[src/rtl/nlp_pkg.sv]
package nlp_pkg;

    typedef enum logic [1:0] {
        PF_EVERY  = 2'b00,
        PF_MISS   = 2'b01,
        PF_TAGGED = 2'b10,
        PF_OFF    = 2'b11
    } pf_mode_t;

endpackage

[src/rtl/nlp_dir.sv]
module nlp_dir #(
    parameter int LINE_W = 16,
    parameter int SETS   = 8
) (
    input  logic              clk,
    input  logic              rst_n,
    input  logic [LINE_W-1:0] a_line,
    output logic              a_hit,
    output logic              a_used,
    input  logic [LINE_W-1:0] b_line,
    output logic              b_hit,
    input  logic              mark_en,
    input  logic [LINE_W-1:0] mark_line,
    input  logic              fill_en,
    input  logic [LINE_W-1:0] fill_line,
    input  logic              fill_pf
);
    localparam int IDX_W = $clog2(SETS);
    localparam int TAG_W = LINE_W - IDX_W;

    typedef struct packed {
        logic             vld;
        logic             used;
        logic [TAG_W-1:0] tag;
    } ent_t;

    typedef struct packed {
        ent_t [SETS-1:0] ent;
    } dir_t;

    dir_t dir_d, dir_q;

    ent_t a_ent, b_ent, f_ent;
    logic f_present;

    assign a_ent     = dir_q.ent[a_line[IDX_W-1:0]];
    assign b_ent     = dir_q.ent[b_line[IDX_W-1:0]];
    assign f_ent     = dir_q.ent[fill_line[IDX_W-1:0]];
    assign a_hit     = a_ent.vld && (a_ent.tag == a_line[LINE_W-1:IDX_W]);
    assign a_used    = a_ent.used;
    assign b_hit     = b_ent.vld && (b_ent.tag == b_line[LINE_W-1:IDX_W]);
    assign f_present = f_ent.vld && (f_ent.tag == fill_line[LINE_W-1:IDX_W]);

    always_comb begin
        dir_d = dir_q;
        if (mark_en) begin
            dir_d.ent[mark_line[IDX_W-1:0]].used = 1'b1;
        end
        // a late prefetch of a line already held must not touch it
        if (fill_en && !(fill_pf && f_present)) begin
            dir_d.ent[fill_line[IDX_W-1:0]].vld  = 1'b1;
            dir_d.ent[fill_line[IDX_W-1:0]].used = !fill_pf;
            dir_d.ent[fill_line[IDX_W-1:0]].tag  = fill_line[LINE_W-1:IDX_W];
        end
    end

    always_ff @(posedge clk) begin
        if (!rst_n) begin
            dir_q <= '0;
        end else begin
            dir_q <= dir_d;
        end
    end

endmodule

[src/rtl/nlp_policy.sv]
module nlp_policy
    import nlp_pkg::*;
(
    input  pf_mode_t mode,
    input  logic     fire,
    input  logic     hit,
    input  logic     used,
    output logic     trig,
    output logic     mark
);
    logic first_use;

    assign first_use = fire && hit && !used;
    assign mark      = first_use;

    always_comb begin
        unique case (mode)
            PF_EVERY:  trig = fire;
            PF_MISS:   trig = fire && !hit;
            PF_TAGGED: trig = (fire && !hit) || first_use;
            default:   trig = 1'b0;
        endcase
    end

endmodule

[src/rtl/nlp_port_sel.sv]
module nlp_port_sel #(
    parameter int LINE_W = 16
) (
    input  logic              dem_wait,
    input  logic [LINE_W-1:0] dem_line,
    input  logic              pf_wait,
    input  logic [LINE_W-1:0] pf_line,
    input  logic              ready,
    output logic              req_valid,
    output logic [LINE_W-1:0] req_line,
    output logic              req_pf,
    output logic              grant_dem,
    output logic              grant_pf
);
    assign req_valid = dem_wait || pf_wait;
    assign req_pf    = !dem_wait;
    assign req_line  = dem_wait ? dem_line : pf_line;
    assign grant_dem = ready && dem_wait;
    assign grant_pf  = ready && !dem_wait && pf_wait;

endmodule

[src/rtl/nlp_ctrl.sv]
module nlp_ctrl
    import nlp_pkg::*;
#(
    parameter int LINE_W = 16,
    parameter int SETS   = 8
) (
    input  logic              clk,
    input  logic              rst_n,
    input  logic [1:0]        mode_i,
    input  logic              ref_valid_i,
    input  logic [LINE_W-1:0] ref_line_i,
    output logic              ref_ready_o,
    output logic              ref_hit_o,
    output logic              mem_req_valid_o,
    input  logic              mem_req_ready_i,
    output logic [LINE_W-1:0] mem_req_line_o,
    output logic              mem_req_pf_o,
    input  logic              mem_rsp_valid_i,
    input  logic              mem_rsp_pf_i
);
    typedef struct packed {
        logic              dem_valid;
        logic              dem_sent;
        logic [LINE_W-1:0] dem_line;
        logic              pf_valid;
        logic              pf_sent;
        logic [LINE_W-1:0] pf_line;
    } slots_t;

    slots_t s_d, s_q;

    logic              fire, a_hit, a_used, b_hit;
    logic              trig, mark, launch;
    logic [LINE_W-1:0] cand;
    logic              grant_dem, grant_pf;
    logic              dem_done, pf_done;
    logic              fill_en, fill_pf;
    logic [LINE_W-1:0] fill_line;

    // visible to the bound checker
    logic dem_pend, dem_sent, pf_pend, pf_sent;
    logic [LINE_W-1:0] pf_line;

    assign fire        = ref_valid_i && ref_ready_o;
    assign ref_ready_o = !s_q.dem_valid;
    assign ref_hit_o   = a_hit;
    assign cand        = ref_line_i + LINE_W'(1);

    assign dem_done = mem_rsp_valid_i && !mem_rsp_pf_i && s_q.dem_valid && s_q.dem_sent;
    assign pf_done  = mem_rsp_valid_i &&  mem_rsp_pf_i && s_q.pf_valid  && s_q.pf_sent;

    assign fill_en   = dem_done || pf_done;
    assign fill_pf   = pf_done;
    assign fill_line = pf_done ? s_q.pf_line : s_q.dem_line;

    // a held target or a taken slot drops the trigger
    assign launch = trig && !b_hit && !s_q.pf_valid;

    nlp_dir #(.LINE_W(LINE_W), .SETS(SETS)) i_dir (
        .clk       (clk),
        .rst_n     (rst_n),
        .a_line    (ref_line_i),
        .a_hit     (a_hit),
        .a_used    (a_used),
        .b_line    (cand),
        .b_hit     (b_hit),
        .mark_en   (mark),
        .mark_line (ref_line_i),
        .fill_en   (fill_en),
        .fill_line (fill_line),
        .fill_pf   (fill_pf)
    );

    nlp_policy i_policy (
        .mode (pf_mode_t'(mode_i)),
        .fire (fire),
        .hit  (a_hit),
        .used (a_used),
        .trig (trig),
        .mark (mark)
    );

    nlp_port_sel #(.LINE_W(LINE_W)) i_port (
        .dem_wait  (s_q.dem_valid && !s_q.dem_sent),
        .dem_line  (s_q.dem_line),
        .pf_wait   (s_q.pf_valid && !s_q.pf_sent),
        .pf_line   (s_q.pf_line),
        .ready     (mem_req_ready_i),
        .req_valid (mem_req_valid_o),
        .req_line  (mem_req_line_o),
        .req_pf    (mem_req_pf_o),
        .grant_dem (grant_dem),
        .grant_pf  (grant_pf)
    );

    always_comb begin
        s_d = s_q;
        if (grant_dem) s_d.dem_sent = 1'b1;
        if (grant_pf)  s_d.pf_sent  = 1'b1;
        if (dem_done) begin
            s_d.dem_valid = 1'b0;
            s_d.dem_sent  = 1'b0;
        end
        if (pf_done) begin
            s_d.pf_valid = 1'b0;
            s_d.pf_sent  = 1'b0;
        end
        if (fire && !a_hit) begin
            s_d.dem_valid = 1'b1;
            s_d.dem_sent  = 1'b0;
            s_d.dem_line  = ref_line_i;
        end
        if (launch) begin
            s_d.pf_valid = 1'b1;
            s_d.pf_sent  = 1'b0;
            s_d.pf_line  = cand;
        end
    end

    always_ff @(posedge clk) begin
        if (!rst_n) begin
            s_q <= '0;
        end else begin
            s_q <= s_d;
        end
    end

    assign dem_pend = s_q.dem_valid;
    assign dem_sent = s_q.dem_sent;
    assign pf_pend  = s_q.pf_valid;
    assign pf_sent  = s_q.pf_sent;
    assign pf_line  = s_q.pf_line;

endmodule

[config.mk]
export PLATFORM = sky130hd
export DESIGN_NAME = nlp_ctrl
export DESIGN_NICKNAME = d
export VERILOG_FILES = /design/src/rtl/nlp_pkg.sv /design/src/rtl/nlp_dir.sv /design/src/rtl/nlp_policy.sv /design/src/rtl/nlp_port_sel.sv /design/src/rtl/nlp_ctrl.sv
export SDC_FILE = /design/constraint.sdc
export NUM_CORES = 1
export LEC_CHECK = 0
export ABC_AREA = 1
export BUFFER_PORTS_ARGS = -buffer_cell sky130_fd_sc_hd__buf_2
export CORE_MARGIN = 3
export CORE_UTILIZATION = 35
export DETAILED_ROUTE_END_ITERATION = 7
export MAX_ROUTING_LAYER = met4
export PLACE_DENSITY = 0.54
export REMOVE_ABC_BUFFERS = 1
export SLEW_MARGIN = 30
export SYNTH_ARGS = -nofsm -noshare
export SYNTH_HDL_FRONTEND = slang
export SYNTH_HIERARCHICAL = 1
export SYNTH_SLANG_ARGS = --single-unit
[constraint.sdc]
create_clock -name clk -period 3.11 [get_ports clk]
set_input_delay 0.311 -clock clk [delete_from_list [all_inputs] [get_ports clk]]
set_output_delay 0.311 -clock clk [all_outputs]
set_load 0.02 [all_outputs]
==> summary.md <==
| Metric | Value |
|---|---|
| Post-synthesis mux area share | `0` |
| IO Port Bufs | `between 40 and 50` |
| Worst hold path class | `primary input to flop` |
| Combinational power share | `0.255` |
| Switch Pwr | `1.94 mW` |
| Achievable Freq | `roughly 0.33 GHz` |
| Max_slew headroom | `0.600` |
| DIE AREA | `0.0350 sq mm` |
| Total Nets Final | `approximately 2100` |
| RSZ-0062 raised after global routing | `no` |
| Post-Syn Area | `about 0.011 sq mm` |
| Worst slack, placed | `-0.170 ns` |
| Clock skew | `between 0.015 and 0.02 ns` |
| Slew Viols, Final | `0` |
| Ports | `44` |
| DP Cell Count | `~2500` |
| Clock sinks | `approximately 160` |
| Max stage delay on crit path | `around 0.35 ns` |
| Top-count cell post-synth | `nand2_1` |
| Most frequent CP cell | `buf_4` |
| Hold WS | `0.215 ns` |
| Yosys top cell area share | `0.272` |
| Worst Tran Pin Value | `0.599 ns` |
| Post-Synth XOR/XNOR Area | `0.0174` |
| P&R area growth vs syn | `20.5%` |
| Worst-path clk slew | `roughly 0.07 ns` |
| Top cells by area, synth | `dfxtp_1, nand2_1, inv_1` |
| Row Count | `65` |
| Critical Path Slowest Stage Cell | `dfxtp_2` |
| Ant diodes | `0` |
| Req. time, crit path | `approximately 3.5 ns` |
| Max cap viols | `0` |
| Yosys cell types | `42` |
| CTS Buf Count | `17` |
| Share of cells above drive strength 1 | `0.147` |
| Synth Area in Compound Gates | `0.157` |
| H-tree level count | `4` |
| Initial antenna violation count | `0` |
| Startpoint types | `flop` |
| WL/cell | `roughly 19 microns` |
| Die Wd | `~190 microns` |
| Routability Congestion | `between 0.9 and 1` |
| Crit path kind | `flop to flop` |
| Sequential area share after synthesis | `0.272` |
| Buffers & Inverters on Critical Path | `6` |
| Worst path top cell family by delay | `simple AND/OR/NAND/NOR gates` |
| Core area | `about 0.032 sq mm` |
| Vert. Die Dim | `approximately 190 microns` |
| Sequential Power Share | `0.364` |
| Post-synthesis simple-gate area fraction | `0.390` |
| DRC Markers | `0` |
| Maximum vdd drop | `~400 uV` |
| Int Pwr | `approximately 3.8 mW` |
| Largest net degree at the start of global routing | `98` |
| Clock Power Share | `0.380` |
| Clock latency on the worst-skew pair | `around 0.45 ns` |
| Worst endpoint data arrival time | `about 3.4 ns` |
| Main combinational cell family by area after synthesis | `simple AND/OR/NAND/NOR gates` |
| Max Root-Sink Buffers | `2` |
| Sw Ratio | `0.341` |
| Critical path, cell by cell | `nand2_2 > nor2_4 > buf_4 > o21ai_4 > inv_4 > buf_6 > buf_4 > nand2_1 > nand3_1 > nand2_1 > nor3_1 > nor2_1 > nand3_2 > nor2_4 > nand2_4 > buf_12 > nand3_4 > buf_4 > a21oi_1` |
| Post-DP HPWL | `32.5 mm` |
| Final Worst Setup Slack | `0.0942 ns` |
| Critical Path End Type | `flop` |
| Power per cell area | `~410 mW/mm^2` |
| DR iter-0 viols | `~1400` |
| Post-Route WL | `between 40 and 50 mm` |
| Minimum clock period | `3.02 ns` |
| Vias | `13200` |
| DR vias/cell | `5.22` |
| Post-synth EDFFs | `0` |
| First-pass DRT Iterations | `6` |
| Crit-path max FO | `14` |
| Synth area leader | `dfxtp_1` |
| Root Buffer | `clkbuf_16` |
| Top_reg_cell synth | `dfxtp_1` |
| Finished Core Util | `0.433` |
| Commonest cells post-synth | `nand2_1, inv_1, nor2_1, o21ai_0, dfxtp_1` |
| Antenna Nets Post-Route | `0` |
| Synth Instances | `approximately 2000` |
| Hold_buf cts | `0` |
| Total GRT Usage | `0.265` |
| #FFs+latches synth | `156` |
| Pleak | `about 6.6 nW` |
| Non-Filler Instances | `around 2500` |
| Final Hold Fails | `0` |
| CTS tree | `built` |
| Vias in the first global route | `about 12000` |
| Period Utilization, post-route | `0.970` |
| First-pass GRT wire length | `~70 mm` |
| Final setup violating endpoints | `0` |
| Synth Area in Adders | `0.00109` |
| GRT overflow | `0` |
| Initial core utilization | `0.360` |
| Status | `finished clean` |
| Asr flop ratio synth | `0` |
| Post-Syn Area per Cell | `about 5.8 sq um` |
| Yosys warns | `6` |
-- metrics by stage --
step	area, sq um	TNS, ns	total power, mW
global placement	12900	-5.63	3.49
floorplan	10800	-550.52	2.85
finish	13900	0	5.69
detailed placement	12900	-6.94	3.50
CTS	13500	0	5.69
global route	13900	0	5.93
-- worst paths after layout --
check                            start                            end  slack [ns]  cells past startpoint
setup / recovery  pf_sent$_SDFFE_PP0P_  i_dir/dir_q[119]$_SDFFE_PN0P_        0.09                     19
hold / removal         mem_req_ready_i          dem_sent$_SDFFE_PP0P_        0.22                      5
setup reg to reg  pf_sent$_SDFFE_PP0P_  i_dir/dir_q[119]$_SDFFE_PN0P_        0.09                     19
hold reg to reg   s_q[23]$_SDFFE_PN0P_           s_q[23]$_SDFFE_PN0P_        0.47                      2
-- routing by layer --
metal	track usage	wire length [microns]	up-vias
met5	-	0	-
met1	0.350	21000	6023
met3	0.0382	3520	89
met2	0.414	20900	565
met4	0.0948	1540	0
li1	-	-	6492
-- timing repair --
action                                  in CTS  in global routing
setup buffers                                4                  8
pin swaps                                    1                 17
gates cloned                                 0                  5
resized for setup                            5                 42
endpoints found under the setup margin      76                122
endpoints found under the hold margin        0                  0
-- registers in the layout, indices dropped and copies added (netlist names) --
register / count
pf_sent: 1
pf_pend: 1
dem_sent: 1
s_q: 16
pf_line: 16
i_dir/dir_q: 120
dem_pend: 1
-- power groups by stage --
stage                     clock [mW]  sequential (mW)  combinational, mW
after floorplan                    0             2.11              0.738
after global placement             0             2.12               1.37
after detailed placement           0             2.12               1.38
after CTS                       2.22             2.07               1.39
after global routing            2.28             2.08               1.57
final                           2.16             2.07               1.45
-- area by class of cell --
| class | count | area (sq um) |
|---|---|---|
| Clock buffer | 20 | 447 |
| Clock inverter | 12 | 139 |
| Fill cell | 3418 | 18100 |
| Inverter | 318 | 1200 |
| Multi-Input combinational cell | 1393 | 6630 |
| Sequential cell | 156 | 3130 |
| Tap cell | 435 | 544 |
| Timing Repair Buffer | 190 | 1770 |
-- tightest hold or removal path, stage by stage --
cell	delay, ns
buf_2	0.09
nand2_1	0.05
inv_1	0.04
o21ai_0	0.06
nor2_1	0.07
-- kinds of logic (layout without fill, tap and decap cells) --
kind of cell | after synthesis | in the layout
AOI/OAI and AO/OA | 349 | 349
xor gates and xnor gates | 22 | 22
adders and majority gates | 1 | 1
buffers and inverters | 443 | 540
DFF | 156 | 156
and+or+nand+nor | 1020 | 1021
-- cell usage in the layout (no fill, tap or decap), types with 3 or more instances in the layout --
cell | netlist | routed
inv_2 | 14 | 14
buf_2 | 24 | 42
nand2_2 | 23 | 26
nand2_1 | 530 | 524
o21ai_0 | 177 | 171
nor3_1 | 4 | 4
xnor2_1 | 7 | 7
clkinvlp_4 | 0 | 4
nor2_1 | 198 | 193
o21ai_2 | 3 | 6
clkinv_1 | 52 | 53
nand3_1 | 133 | 128
o22ai_1 | 3 | 3
nor2_2 | 7 | 8
nand4_1 | 111 | 111
clkbuf_16 | 0 | 21
nand3_2 | 2 | 7
a21oi_1 | 148 | 148
dfxtp_1 | 156 | 154
o21ai_1 | 4 | 6
nand3_4 | 6 | 7
nor2_4 | 5 | 9
clkinv_4 | 0 | 3
inv_1 | 251 | 249
buf_6 | 16 | 11
buf_12 | 1 | 25
buf_4 | 7 | 107
nand2_4 | 0 | 3
xor2_1 | 14 | 14
(Power assumes the default switching activity.)
